$ cat config.mk
export PLATFORM = sky130hd
export DESIGN_NAME = ebus_seq
export DESIGN_NICKNAME = d
export VERILOG_FILES = /design/src/rtl/ebus_pkg.sv /design/src/rtl/ebus_phase_ctr.sv /design/src/rtl/ebus_strobe_gen.sv /design/src/rtl/ebus_data_path.sv /design/src/rtl/ebus_seq.sv
export SDC_FILE = /design/constraint.sdc
export NUM_CORES = 1
export LEC_CHECK = 0
export ABC_AREA = 1
export BUFFER_PORTS_ARGS = -buffer_cell sky130_fd_sc_hd__buf_2
export CAP_MARGIN = 20
export CORE_ASPECT_RATIO = 0.6
export CORE_MARGIN = 2
export CORE_UTILIZATION = 45
export DETAILED_ROUTE_END_ITERATION = 7
export PLACE_DENSITY = 0.76
export SETUP_SLACK_MARGIN = 0.5
export SLEW_MARGIN = 20
export SYNTH_ARGS = -nofsm -noshare
export SYNTH_HDL_FRONTEND = slang
export SYNTH_SLANG_ARGS = --single-unit
$ cat constraint.sdc
create_clock -name clk -period 1.3 [get_ports clk]
set_clock_uncertainty 0.15 [all_clocks]
set_input_delay 0.065 -clock clk [delete_from_list [all_inputs] [get_ports clk]]
set_output_delay 0.065 -clock clk [all_outputs]
set_load 0.01 [all_outputs]
$ cat src/rtl/ebus_pkg.sv
// Shared types for the external bus sequencer.
// Assumes the kind encoding is fixed at two bits.
package ebus_pkg;
    typedef enum logic [1:0] {
        BK_INT_FETCH = 2'd0,
        BK_EXT_FETCH = 2'd1,
        BK_DATA_RD   = 2'd2,
        BK_DATA_WR   = 2'd3
    } bus_kind_t;
endpackage

$ cat src/rtl/ebus_phase_ctr.sv
// Phase counter: takes a request when idle, counts clock periods and
// flags the final phase. Assumes LAST_FETCH and LAST_DATA fit in PH_W bits.
module ebus_phase_ctr
    import ebus_pkg::*;
#(
    parameter int PH_W       = 4,
    parameter int LAST_FETCH = 6,
    parameter int LAST_DATA  = 11
) (
    input  logic            clk,
    input  logic            rst_n,
    input  logic            accept,
    input  bus_kind_t       req_kind,
    input  logic            req_off,
    output logic            busy,
    output logic [PH_W-1:0] phase,
    output bus_kind_t       kind,
    output logic            off_q,
    output logic            last
);
    localparam logic [PH_W-1:0] P_LAST_F = PH_W'(LAST_FETCH);
    localparam logic [PH_W-1:0] P_LAST_D = PH_W'(LAST_DATA);

    logic is_fetch;

    // Fetch kinds end earlier than data kinds.
    always_comb begin
        is_fetch = (kind == BK_INT_FETCH) || (kind == BK_EXT_FETCH);
        last     = busy && (phase == (is_fetch ? P_LAST_F : P_LAST_D));
    end

    // Cycle state: start on accept, advance each clock, stop after the last phase.
    always_ff @(posedge clk) begin
        if (!rst_n) begin
            busy  <= 1'b0;
            phase <= '0;
            kind  <= BK_INT_FETCH;
            off_q <= 1'b0;
        end else if (!busy) begin
            if (accept) begin
                busy  <= 1'b1;
                phase <= '0;
                kind  <= req_kind;
                off_q <= req_off;
            end
        end else if (last) begin
            busy  <= 1'b0;
            phase <= '0;
        end else begin
            phase <= phase + PH_W'(1);
        end
    end
endmodule

$ cat src/rtl/ebus_strobe_gen.sv
// Strobe decoder: turns phase and kind into strobes and drive selects.
// Each window is [on, off) in phases. Assumes busy gates all activity.
module ebus_strobe_gen
    import ebus_pkg::*;
#(
    parameter int PH_W       = 4,
    parameter int T_ALE_FALL = 2,
    parameter int T_ADDR_END = 3,
    parameter int T_PSEN_ON  = 3,
    parameter int T_PSEN_OFF = 6,
    parameter int T_RW_ON    = 5,
    parameter int T_RW_OFF   = 11,
    parameter int T_WD_ON    = 4,
    parameter int T_WD_OFF   = 12
) (
    input  logic            busy,
    input  logic [PH_W-1:0] phase,
    input  bus_kind_t       kind,
    input  logic            off_q,
    output logic            ale,
    output logic            psen_n,
    output logic            rd_n,
    output logic            wr_n,
    output logic            drv_addr,
    output logic            drv_wdata
);
    function automatic logic in_win(input logic [PH_W-1:0] ph, input int lo, input int hi);
        return (ph >= PH_W'(lo)) && (ph < PH_W'(hi));
    endfunction

    logic ext;

    // Window decode per strobe; the latch strobe skips suppressed internal fetches.
    always_comb begin
        ext       = (kind != BK_INT_FETCH);
        ale       = busy && (ext || !off_q) && in_win(phase, 0, T_ALE_FALL);
        psen_n    = !(busy && kind == BK_EXT_FETCH && in_win(phase, T_PSEN_ON, T_PSEN_OFF));
        rd_n      = !(busy && kind == BK_DATA_RD && in_win(phase, T_RW_ON, T_RW_OFF));
        wr_n      = !(busy && kind == BK_DATA_WR && in_win(phase, T_RW_ON, T_RW_OFF));
        drv_addr  = busy && ext && in_win(phase, 0, T_ADDR_END);
        drv_wdata = busy && kind == BK_DATA_WR && in_win(phase, T_WD_ON, T_WD_OFF);
    end
endmodule

$ cat src/rtl/ebus_data_path.sv
// Data path: holds the address and write byte of the running cycle,
// muxes the shared wires and captures the read byte at a fixed phase.
// Assumes AW > DW so a high address byte exists.
module ebus_data_path
    import ebus_pkg::*;
#(
    parameter int AW          = 16,
    parameter int DW          = 8,
    parameter int PH_W        = 4,
    parameter int T_CAP_FETCH = 5,
    parameter int T_CAP_RD    = 10
) (
    input  logic            clk,
    input  logic            rst_n,
    input  logic            accept,
    input  logic [AW-1:0]   req_addr,
    input  logic [DW-1:0]   req_wdata,
    input  logic            busy,
    input  logic [PH_W-1:0] phase,
    input  bus_kind_t       kind,
    input  logic            drv_addr,
    input  logic            drv_wdata,
    input  logic [DW-1:0]   ad_in,
    output logic [DW-1:0]   ad_out,
    output logic            ad_oe,
    output logic [AW-DW-1:0] addr_hi,
    output logic [DW-1:0]   rdata
);
    logic [AW-1:0] addr_q;
    logic [DW-1:0] wdata_q;
    logic          cap;

    // Latch request fields at accept so they hold for the whole cycle.
    always_ff @(posedge clk) begin
        if (!rst_n) begin
            addr_q  <= '0;
            wdata_q <= '0;
        end else if (accept) begin
            addr_q  <= req_addr;
            wdata_q <= req_wdata;
        end
    end

    // Capture point: last clock of the fetch or read strobe.
    always_comb begin
        cap = busy && (((kind == BK_EXT_FETCH) && (phase == PH_W'(T_CAP_FETCH))) ||
                       ((kind == BK_DATA_RD)   && (phase == PH_W'(T_CAP_RD))));
    end

    // Read byte register.
    always_ff @(posedge clk) begin
        if (!rst_n) rdata <= '0;
        else if (cap) rdata <= ad_in;
    end

    // Shared-wire mux and high address byte.
    always_comb begin
        ad_oe   = drv_addr || drv_wdata;
        ad_out  = drv_addr ? addr_q[DW-1:0] : (drv_wdata ? wdata_q : '0);
        addr_hi = addr_q[AW-1:DW];
    end
endmodule

$ cat src/rtl/ebus_seq.sv
// Top of the multiplexed external bus sequencer. Derives every phase
// offset from the clock-period timing parameters and wires the counter,
// strobe decoder and data path. Assumes one cycle at a time.
module ebus_seq
    import ebus_pkg::*;
#(
    parameter int AW          = 16,
    parameter int DW          = 8,
    parameter int ALE_HIGH    = 2,
    parameter int ADDR_HOLD   = 1,
    parameter int PSEN_DELAY  = 1,
    parameter int PSEN_LOW    = 3,
    parameter int RW_DELAY    = 3,
    parameter int RW_LOW      = 6,
    parameter int WDATA_SETUP = 1,
    parameter int WDATA_HOLD  = 1
) (
    input  logic          clk,
    input  logic          rst_n,
    input  logic          req_valid,
    input  logic [1:0]    req_kind,
    input  logic [AW-1:0] req_addr,
    input  logic [DW-1:0] req_wdata,
    input  logic          ale_off,
    input  logic [DW-1:0] ad_in,
    output logic [DW-1:0] ad_out,
    output logic          ad_oe,
    output logic [AW-DW-1:0] addr_hi,
    output logic          ale,
    output logic          psen_n,
    output logic          rd_n,
    output logic          wr_n,
    output logic [DW-1:0] rdata,
    output logic          done
);
    localparam int T_ALE_FALL = ALE_HIGH;
    localparam int T_ADDR_END = T_ALE_FALL + ADDR_HOLD;
    localparam int T_PSEN_ON  = T_ALE_FALL + PSEN_DELAY;
    localparam int T_PSEN_OFF = T_PSEN_ON + PSEN_LOW;
    localparam int T_RW_ON    = T_ALE_FALL + RW_DELAY;
    localparam int T_RW_OFF   = T_RW_ON + RW_LOW;
    localparam int T_WD_ON    = T_RW_ON - WDATA_SETUP;
    localparam int T_WD_OFF   = T_RW_OFF + WDATA_HOLD;
    localparam int LAST_FETCH = T_PSEN_OFF;
    localparam int LAST_DATA  = (T_WD_OFF - 1 > T_RW_OFF) ? T_WD_OFF - 1 : T_RW_OFF;
    localparam int PH_W       = $clog2(LAST_DATA + 2);

    logic            accept;
    logic            busy;
    logic [PH_W-1:0] phase;
    bus_kind_t       kind;
    logic            off_q;
    logic            drv_addr;
    logic            drv_wdata;

    // Requests are taken only while idle.
    always_comb accept = req_valid && !busy;

    ebus_phase_ctr #(
        .PH_W(PH_W), .LAST_FETCH(LAST_FETCH), .LAST_DATA(LAST_DATA)
    ) u_ctr (
        .clk(clk), .rst_n(rst_n), .accept(accept),
        .req_kind(bus_kind_t'(req_kind)), .req_off(ale_off),
        .busy(busy), .phase(phase), .kind(kind), .off_q(off_q), .last(done)
    );

    ebus_strobe_gen #(
        .PH_W(PH_W), .T_ALE_FALL(T_ALE_FALL), .T_ADDR_END(T_ADDR_END),
        .T_PSEN_ON(T_PSEN_ON), .T_PSEN_OFF(T_PSEN_OFF),
        .T_RW_ON(T_RW_ON), .T_RW_OFF(T_RW_OFF),
        .T_WD_ON(T_WD_ON), .T_WD_OFF(T_WD_OFF)
    ) u_strb (
        .busy(busy), .phase(phase), .kind(kind), .off_q(off_q),
        .ale(ale), .psen_n(psen_n), .rd_n(rd_n), .wr_n(wr_n),
        .drv_addr(drv_addr), .drv_wdata(drv_wdata)
    );

    ebus_data_path #(
        .AW(AW), .DW(DW), .PH_W(PH_W),
        .T_CAP_FETCH(T_PSEN_OFF - 1), .T_CAP_RD(T_RW_OFF - 1)
    ) u_dp (
        .clk(clk), .rst_n(rst_n), .accept(accept),
        .req_addr(req_addr), .req_wdata(req_wdata),
        .busy(busy), .phase(phase), .kind(kind),
        .drv_addr(drv_addr), .drv_wdata(drv_wdata), .ad_in(ad_in),
        .ad_out(ad_out), .ad_oe(ad_oe), .addr_hi(addr_hi), .rdata(rdata)
    );
endmodule

==> summary.md, run 1 <==
| Metric | Value |
|---|---|
| Fin cells | `425` |
| Sequential area share after synthesis | `0.410` |
| CP Capture Type | `output port` |
| Power Density | `844 nW/µm²` |
| Worst-margin pin slew | `0.331 ns` |
| Clock root cell | `clkbuf_8` |
| Initial antenna violation count | `0` |
| Mapped Cells | `258` |
| Synth-to-Final Area Change | `97.8%` |
| Total vias in the final route | `2446` |
| Drt wl/cell | `21.9 µm` |
| Initial detailed-routing violation count | `127` |
| Via density | `5.76` |
| Slew margin rel. | `0.778` |
| Post-route DRC violation count | `0` |
| Largest net degree at the start of global routing | `39` |
| Critical Path AT | `1.69 ns` |
| Worst Setup EP | `ad_out[6]` |
| H-tree depth | `2` |
| Violated checks | `negative hold slack, negative setup slack` |
| Total GRT Usage | `0.270` |
| Unique cell type count in the Yosys netlist | `25` |
| I/O Buffers | `67` |
| Syn_area_per_cell | `7.57 µm²` |
| Core footprint | `4140 µm²` |
| HP Class | `in -> reg` |
| Die ar. | `4900 µm²` |
| Most common cell after layout, fill and taps aside | `nor2_1` |
| NetSw | `1.03 mW` |
| Pins Over Slew Limit | `0` |
| Gate power share | `0.279` |
| FF-to-FF path depth | `10` |
| Io pins | `68` |
| Antenna-violating nets left | `0` |
| Total length of routed wires | `9.30 mm` |
| Achievable Freq | `525 MHz` |
| DR top layer | `met4` |
| Placed insts | `390` |
| Wire length on met3 | `812 µm` |
| Setup CP Type | `reg -> out` |
| Post-synth net total | `304` |
| Ys Warns | `0` |
| CP Max Fanout | `4` |
| Worst path required time | `1.09 ns` |
| WL met2 | `4.47 mm` |
| Final setup viols | `52` |
| CP Launch Type | `flop` |
| Clk pwr share | `0.301` |
| Total gr overflow | `0` |
| Switching share of power | `0.315` |
| Final WS setup | `-0.605 ns` |
| N_diodes | `0` |
| Num CTS Buffers | `5` |
| Max clock buf depth | `2` |
| Synth top area share | `0.410` |
| Synth area leaders | `dfxtp_1, o21ai_0, nor2_1` |
| Max-cap violations | `0` |
| Final Hold Viols | `32` |
| Met1 WL | `3.55 mm` |
| Sink Count | `40` |
| Total iterations of the first detailed-routing run | `6` |
| # rows | `18` |
| Die width | `89.0 µm` |
| Run status | `complete, but fails checks` |
| RSZ-0062 raised after global routing | `yes` |
| Finished Core Util | `0.931` |
| CTS tree | `built` |
| Post-DP HPWL | `3.61 mm` |
| Synth area leader | `dfxtp_1` |
| Later-pin clock latency in the skew report | `0.31 ns` |
| Most frequent cells in the layout | `nor2_1, buf_2, buf_6` |
| Pleak | `1.59 nW` |
| Reg2reg start | `u_ctr.phase[0]$_SDFFE_PN0P_` |
| Fin nets | `410` |
| CTS clk-pin slew, worst paths | `0.08 ns` |
| P_int | `2.23 mW` |
| #FFs+latches synth | `40` |
| Fin crit share | `1.47` |
| Reg power frac | `0.420` |
| Die height | `55.0 µm` |
| Worst vdd ir | `817 µV` |
| Starting Density | `0.471` |
| Design Power | `3.26 mW` |
| Final min period | `1.90 ns` |
| Routability cong. | `0.839` |
| CP startpoint | `u_ctr.phase[3]$_SDFFE_PN0P_` |
| Cell area after synthesis | `1950 µm²` |
| Vias in the first global route | `1976` |
| Setup slack, reg-to-reg | `-0.36 ns` |
| First-pass GRT wire length | `9.73 mm` |
| Share of cells above drive strength 1 | `0.704` |
| Worst hold margin | `-0.158 ns` |
| Critical R2R Capture | `u_dp.rdata[6]$_SDFFE_PN0P_` |
| Dpl ws | `-0.225 ns` |
==> what timing repair did <==
action                                 CTS  global route
buffers inserted                        10             9
setup endpoints to repair               70            70
gates cloned                             5             3
resized for setup                      111            49
endpoints found under the hold margin   38            33
pin swaps                               19            25
==> layout make-up <==
| class | instances | area [µm²] |
|---|---|---|
| Inverter | 23 | 129 |
| Fill cell | 135 | 284 |
| Clock inverter | 1 | 5.00 |
| Tap cell | 60 | 75.1 |
| Clock buffer | 7 | 97.6 |
| Timing Repair Buffer | 119 | 1150 |
| Sequential cell | 40 | 845 |
| Multi-Input combinational cell | 175 | 1560 |
==> worst max-delay path, cell delays in order, from the launching register on <==
cell and delay [ns]:
dfxtp_2 0.37, inv_2 0.06, ha_4 0.17, inv_2 0.07
nor2_4 0.04, o211ai_4 0.15, clkbuf_16 0.23, nand3_4 0.07
o21ai_4 0.08, buf_6 0.12
==> power groups by stage <==
stage	Clock (mW)	Combinational [mW]	Sequential [mW]
after floorplan	0	0.339	1.36
after global placement	0	0.502	1.36
after detailed placement	0	0.510	1.37
after CTS	0.943	0.723	1.35
after global routing	1.04	0.946	1.37
final	0.981	0.909	1.37
==> sequential cells by signal, summed over array words and instances (netlist names) <==
signal and flops:
u_ctr.kind 2, u_ctr.phase 4, u_dp.wdata_q 8, u_dp.rdata 8
u_dp.addr_q 16, u_ctr.busy 1, u_ctr.off_q 1
==> cell families after synthesis <==
kind of cell	Yosys count	share of synthesized area
adders and majority gates	8	0.0513
and+or+nand+nor	101	0.244
buffers and inverters	45	0.122
xor gates and xnor gates	1	0.00449
AOI/OAI and AO/OA	63	0.167
DFF	40	0.410
==> stage by stage <==
stage / area, µm² / TNS [ns]
finish: 3860 / -13.38
global route: 3860 / -15.22
CTS: 3490 / -8.90
detailed placement: 2720 / -3.65
global placement: 2720 / -3.23
floorplan: 2240 / -2.05
==> cells in the mapped netlist <==
cell type and count:
nor3_1 1, buf_4 11, nand4_1 3, clkbuf_2 1, inv_2 4, a211oi_1 1
nand2_4 1, nor2_4 1, nand3b_1 9, nand2_1 21, buf_2 4, ha_1 8
o211ai_2 1, inv_1 19, nand3_1 16, clkbuf_1 3, o21ai_0 38, dfxtp_1 40
buf_6 3, a21oi_1 22, xor2_1 1, nand4_2 2, nor2_1 46, nand2_2 1
a31oi_1 1
==> metal layers <==
metal	vias up	GRT usage
met5	-	0
met4	0	0.0746
met3	50	0.0608
met2	169	0.460
met1	1160	0.350
li1	1067	-
==> worst min-delay path by stage <==
stage	endpoint	depth (start not counted)	start	slack, ns
floorplan	u_ctr.busy$_SDFF_PN0_	2	req_valid	0.06
global placement	u_dp.addr_q[11]$_SDFFE_PN0P_	3	req_addr[11]	0.15
detailed placement	u_dp.wdata_q[0]$_SDFFE_PN0P_	3	req_wdata[0]	0.16
CTS	u_dp.addr_q[12]$_SDFFE_PN0P_	3	req_addr[12]	-0.16
global route	u_dp.addr_q[12]$_SDFFE_PN0P_	3	req_addr[12]	-0.15
finish	u_dp.addr_q[15]$_SDFFE_PN0P_	3	req_addr[15]	-0.16
No activity file was read; power rests on OpenSTA's default activity.
==> run 2: changes to the inputs <==
--- a/config.mk
+++ b/config.mk
@@ -12,9 +12,11 @@
 export CORE_MARGIN = 2
 export CORE_UTILIZATION = 45
 export DETAILED_ROUTE_END_ITERATION = 7
+export GPL_TIMING_DRIVEN = 0
 export PLACE_DENSITY = 0.76
 export SETUP_SLACK_MARGIN = 0.5
 export SLEW_MARGIN = 20
 export SYNTH_ARGS = -nofsm -noshare
 export SYNTH_HDL_FRONTEND = slang
+export SYNTH_HIERARCHICAL = 1
 export SYNTH_SLANG_ARGS = --single-unit
==> run 2 against run 1 <==
The flow still finishes with violations (negative hold slack, negative setup slack). Die area increased by 0.60%. Largest power group unchanged. First-iteration DRC count grew 1.6%. Maximum frequency fell by 0.71%. Largest cell class unchanged. Non-clock buffer count down 4.
==> summary.md, run 2 <==
| Metric | Value |
|---|---|
| Gate power share | `0.230` |
| Unique cell type count in the Yosys netlist | `22` |
| Hold Path Sink | `u_dp/addr_q[7]$_SDFFE_PN0P_` |
| Initial antenna violation count | `0` |
| Worst-margin pin slew | `0.431 ns` |
| Run status | `complete, but fails checks` |
| Synth area leaders | `dfxtp_1, nor2_1, nand2_1` |
| Largest reg by FF count | `u_dp/addr_q` |
| Filler cells | `277` |
| Biggest registers after layout | `u_dp/addr_q: 16 flops, u_dp/rdata: 8 flops, u_dp/wdata_q: 8 flops` |
| Hold path startpoint | `req_addr[7]` |
| Starting Density | `0.474` |
| Reg power frac | `0.459` |
| Largest net degree at the start of global routing | `14` |
| Crit path cell chain | `inv_4 -> ha_4 -> nor3b_4 -> clkbuf_8 -> nand3_2 -> nand2_2 -> buf_6` |
| Final setup viols | `54` |
| Io pins | `68` |
| Design Power | `3.04 mW` |
| CP Capture Type | `output port` |
| NetSw | `894 µW` |
| Violated checks | `negative hold slack, negative setup slack` |
| CP Launch Type | `flop` |
| Cts hold-fix bufs | `3` |
| Via density | `4.97` |
| Dpl ws | `-0.382 ns` |
| Total GRT Usage | `0.250` |
| Worst path required time | `1.09 ns` |
| Most frequent cells in the layout | `nor2_1, buf_2, buf_6` |
| Pins Over Slew Limit | `0` |
| Final min period | `1.92 ns` |
| CTS tree | `built` |
| Worst hold margin | `-0.155 ns` |
| Most common cell after layout, fill and taps aside | `nor2_1` |
| CP max-delay cell | `dfxtp_4` |
| Later-pin clock latency in the skew report | `0.29 ns` |
| Fin crit share | `1.48` |
| Synth-to-Final Area Change | `71.6%` |
| #FFs+latches synth | `40` |
| Setup slack, reg-to-reg | `-0.16 ns` |
| Num CTS Buffers | `5` |
| Post-synth net total | `333` |
| Initial detailed-routing violation count | `129` |
| Die width | `89.3 µm` |
| Final Hold Viols | `33` |
| Pleak | `1.56 nW` |
| Sequential area share after synthesis | `0.408` |
| Sink Count | `40` |
| Slowest Stage Delay on Critical Path | `0.38 ns` |
| Count leader, synth | `nor2_1` |
| RSZ-0062 raised after global routing | `yes` |
| Total iterations of the first detailed-routing run | `4` |
| Achievable Freq | `521 MHz` |
| Synth area leader | `dfxtp_1` |
| Reg2reg start | `u_ctr/busy$_SDFF_PN0_` |
| Die ar. | `4930 µm²` |
| Post-route DRC violation count | `0` |
| Post-DP HPWL | `3.60 mm` |
| HP Class | `in -> reg` |
| Fin nets | `435` |
| Share of cells above drive strength 1 | `0.557` |
| Critical Path AT | `1.70 ns` |
| Vias in the first global route | `1950` |
| Slew margin rel. | `0.713` |
| N_diodes | `0` |
| Power Density | `902 nW/µm²` |
| Syn_area_per_cell | `6.77 µm²` |
| Setup CP Type | `reg -> out` |
| Core footprint | `4140 µm²` |
| Critical R2R Capture | `u_ctr/phase[2]$_SDFFE_PN0P_` |
| Final WS setup | `-0.618 ns` |
| CP Max Fanout | `4` |
| Routability cong. | `0.828` |
| Worst vdd ir | `838 µV` |
| H-tree depth | `2` |
| Number of flip-flops in the largest register | `16` |
| Ys Warns | `6` |
| Hold Crit Depth | `3` |
| P_int | `2.15 mW` |
| Setup TNS | `-9.28 ns` |
| Max-cap violations | `0` |
| Synth cell count leaders | `nor2_1, nand2_1, dfxtp_1` |
| Drt wl/cell | `13.8 µm` |
| I/O Buffers | `67` |
| Mapped Cells | `290` |
| Synth async-reset ratio | `0` |
| Placed cell area | `2570 µm²` |
| Clk pwr share | `0.311` |
| # rows | `18` |
| Cell area after synthesis | `1960 µm²` |
| First-pass GRT wire length | `9.05 mm` |
| Post-synth EDFFs | `0` |
| CTS clk-pin slew, worst paths | `0.08 ns` |
| Total vias in the final route | `2250` |
| Antenna-violating nets left | `0` |
| Cell area after layout | `3370 µm²` |
| Post-synth top flop | `dfxtp_1` |
| Total length of routed wires | `6.27 mm` |
| Switching share of power | `0.294` |
| FF-to-FF path depth | `7` |
| Die height | `55.2 µm` |
| Clock root cell | `clkbuf_8` |
| Max clock buf depth | `2` |
| Synth top area share | `0.408` |
| Total gr overflow | `0` |
==> run 2: repair_timing <==
action	in CTS	in global routing
resized for setup	93	36
pin swaps	18	10
setup endpoints to repair	70	70
buffers inserted	19	4
endpoints found under the hold margin	36	32
cloned	2	0
==> run 2: logic make-up after synthesis <==
logic type,synth area share
AOI/OAI and AO/OA,0.114
DFF,0.408
adders and majority gates,0.0318
and+or+nand+nor,0.322
xor gates and xnor gates,0.00446
buffers and inverters,0.120
==> run 2: final cells by class <==
cell class,count,area [µm²],area share
multi-input combinational,200,1230,0.366
sequential,40,842,0.250
timing repair buffer,95,748,0.222
buffer,20,228,0.0676
inverter,30,138,0.0408
clock buffer,6,93.8,0.0278
tap,60,75.1,0.0223
clock inverter,2,11.3,0.00334
==> run 2: routing by layer <==
| layer | wire length [µm] | track usage |
|---|---|---|
| met4 | 82 | 0.0771 |
| met1 | 2830 | 0.327 |
| met2 | 2910 | 0.416 |
| met3 | 457 | 0.0593 |
| met5 | 0 | 0 |
==> run 2: how the worst max path moves through the flow <==
stage,start,endpoint,cells past startpoint
finish,u_ctr/phase[2]$_SDFFE_PN0P_,ad_out[5],7
global route,u_ctr/phase[2]$_SDFFE_PN0P_,ad_out[5],7
CTS,u_ctr/phase[2]$_SDFFE_PN0P_,ad_out[0],7
detailed placement,u_ctr/phase[2]$_SDFFE_PN0P_,ad_out[6],7
global placement,u_ctr/phase[2]$_SDFFE_PN0P_,ad_out[6],7
floorplan,u_ctr/phase[3]$_SDFFE_PN0P_,ad_oe,5
==> run 2: worst max-delay path, delay by kind of cell, from the launching register on <==
kind	cells	cell delay (ns)
adders and majority gates	1	0.26
buffers and inverters	3	0.35
and+or+nand+nor	3	0.41
DFF	1	0.38
==> run 2: per-stage QoR <==
stage	util	std cells
finish	0.813	453
global route	0.813	453
CTS	0.784	449
detailed placement	0.620	417
global placement	0.620	417
floorplan	-	290
==> run 2: power groups by stage <==
| stage | Sequential [mW] | Clock, mW | Combinational, mW |
|---|---|---|---|
| after floorplan | 1.39 | 0 | 0.316 |
| after global placement | 1.40 | 0 | 0.452 |
| after detailed placement | 1.41 | 0 | 0.459 |
| after CTS | 1.39 | 0.966 | 0.627 |
| after global routing | 1.41 | 1.01 | 0.753 |
| final | 1.40 | 0.945 | 0.701 |
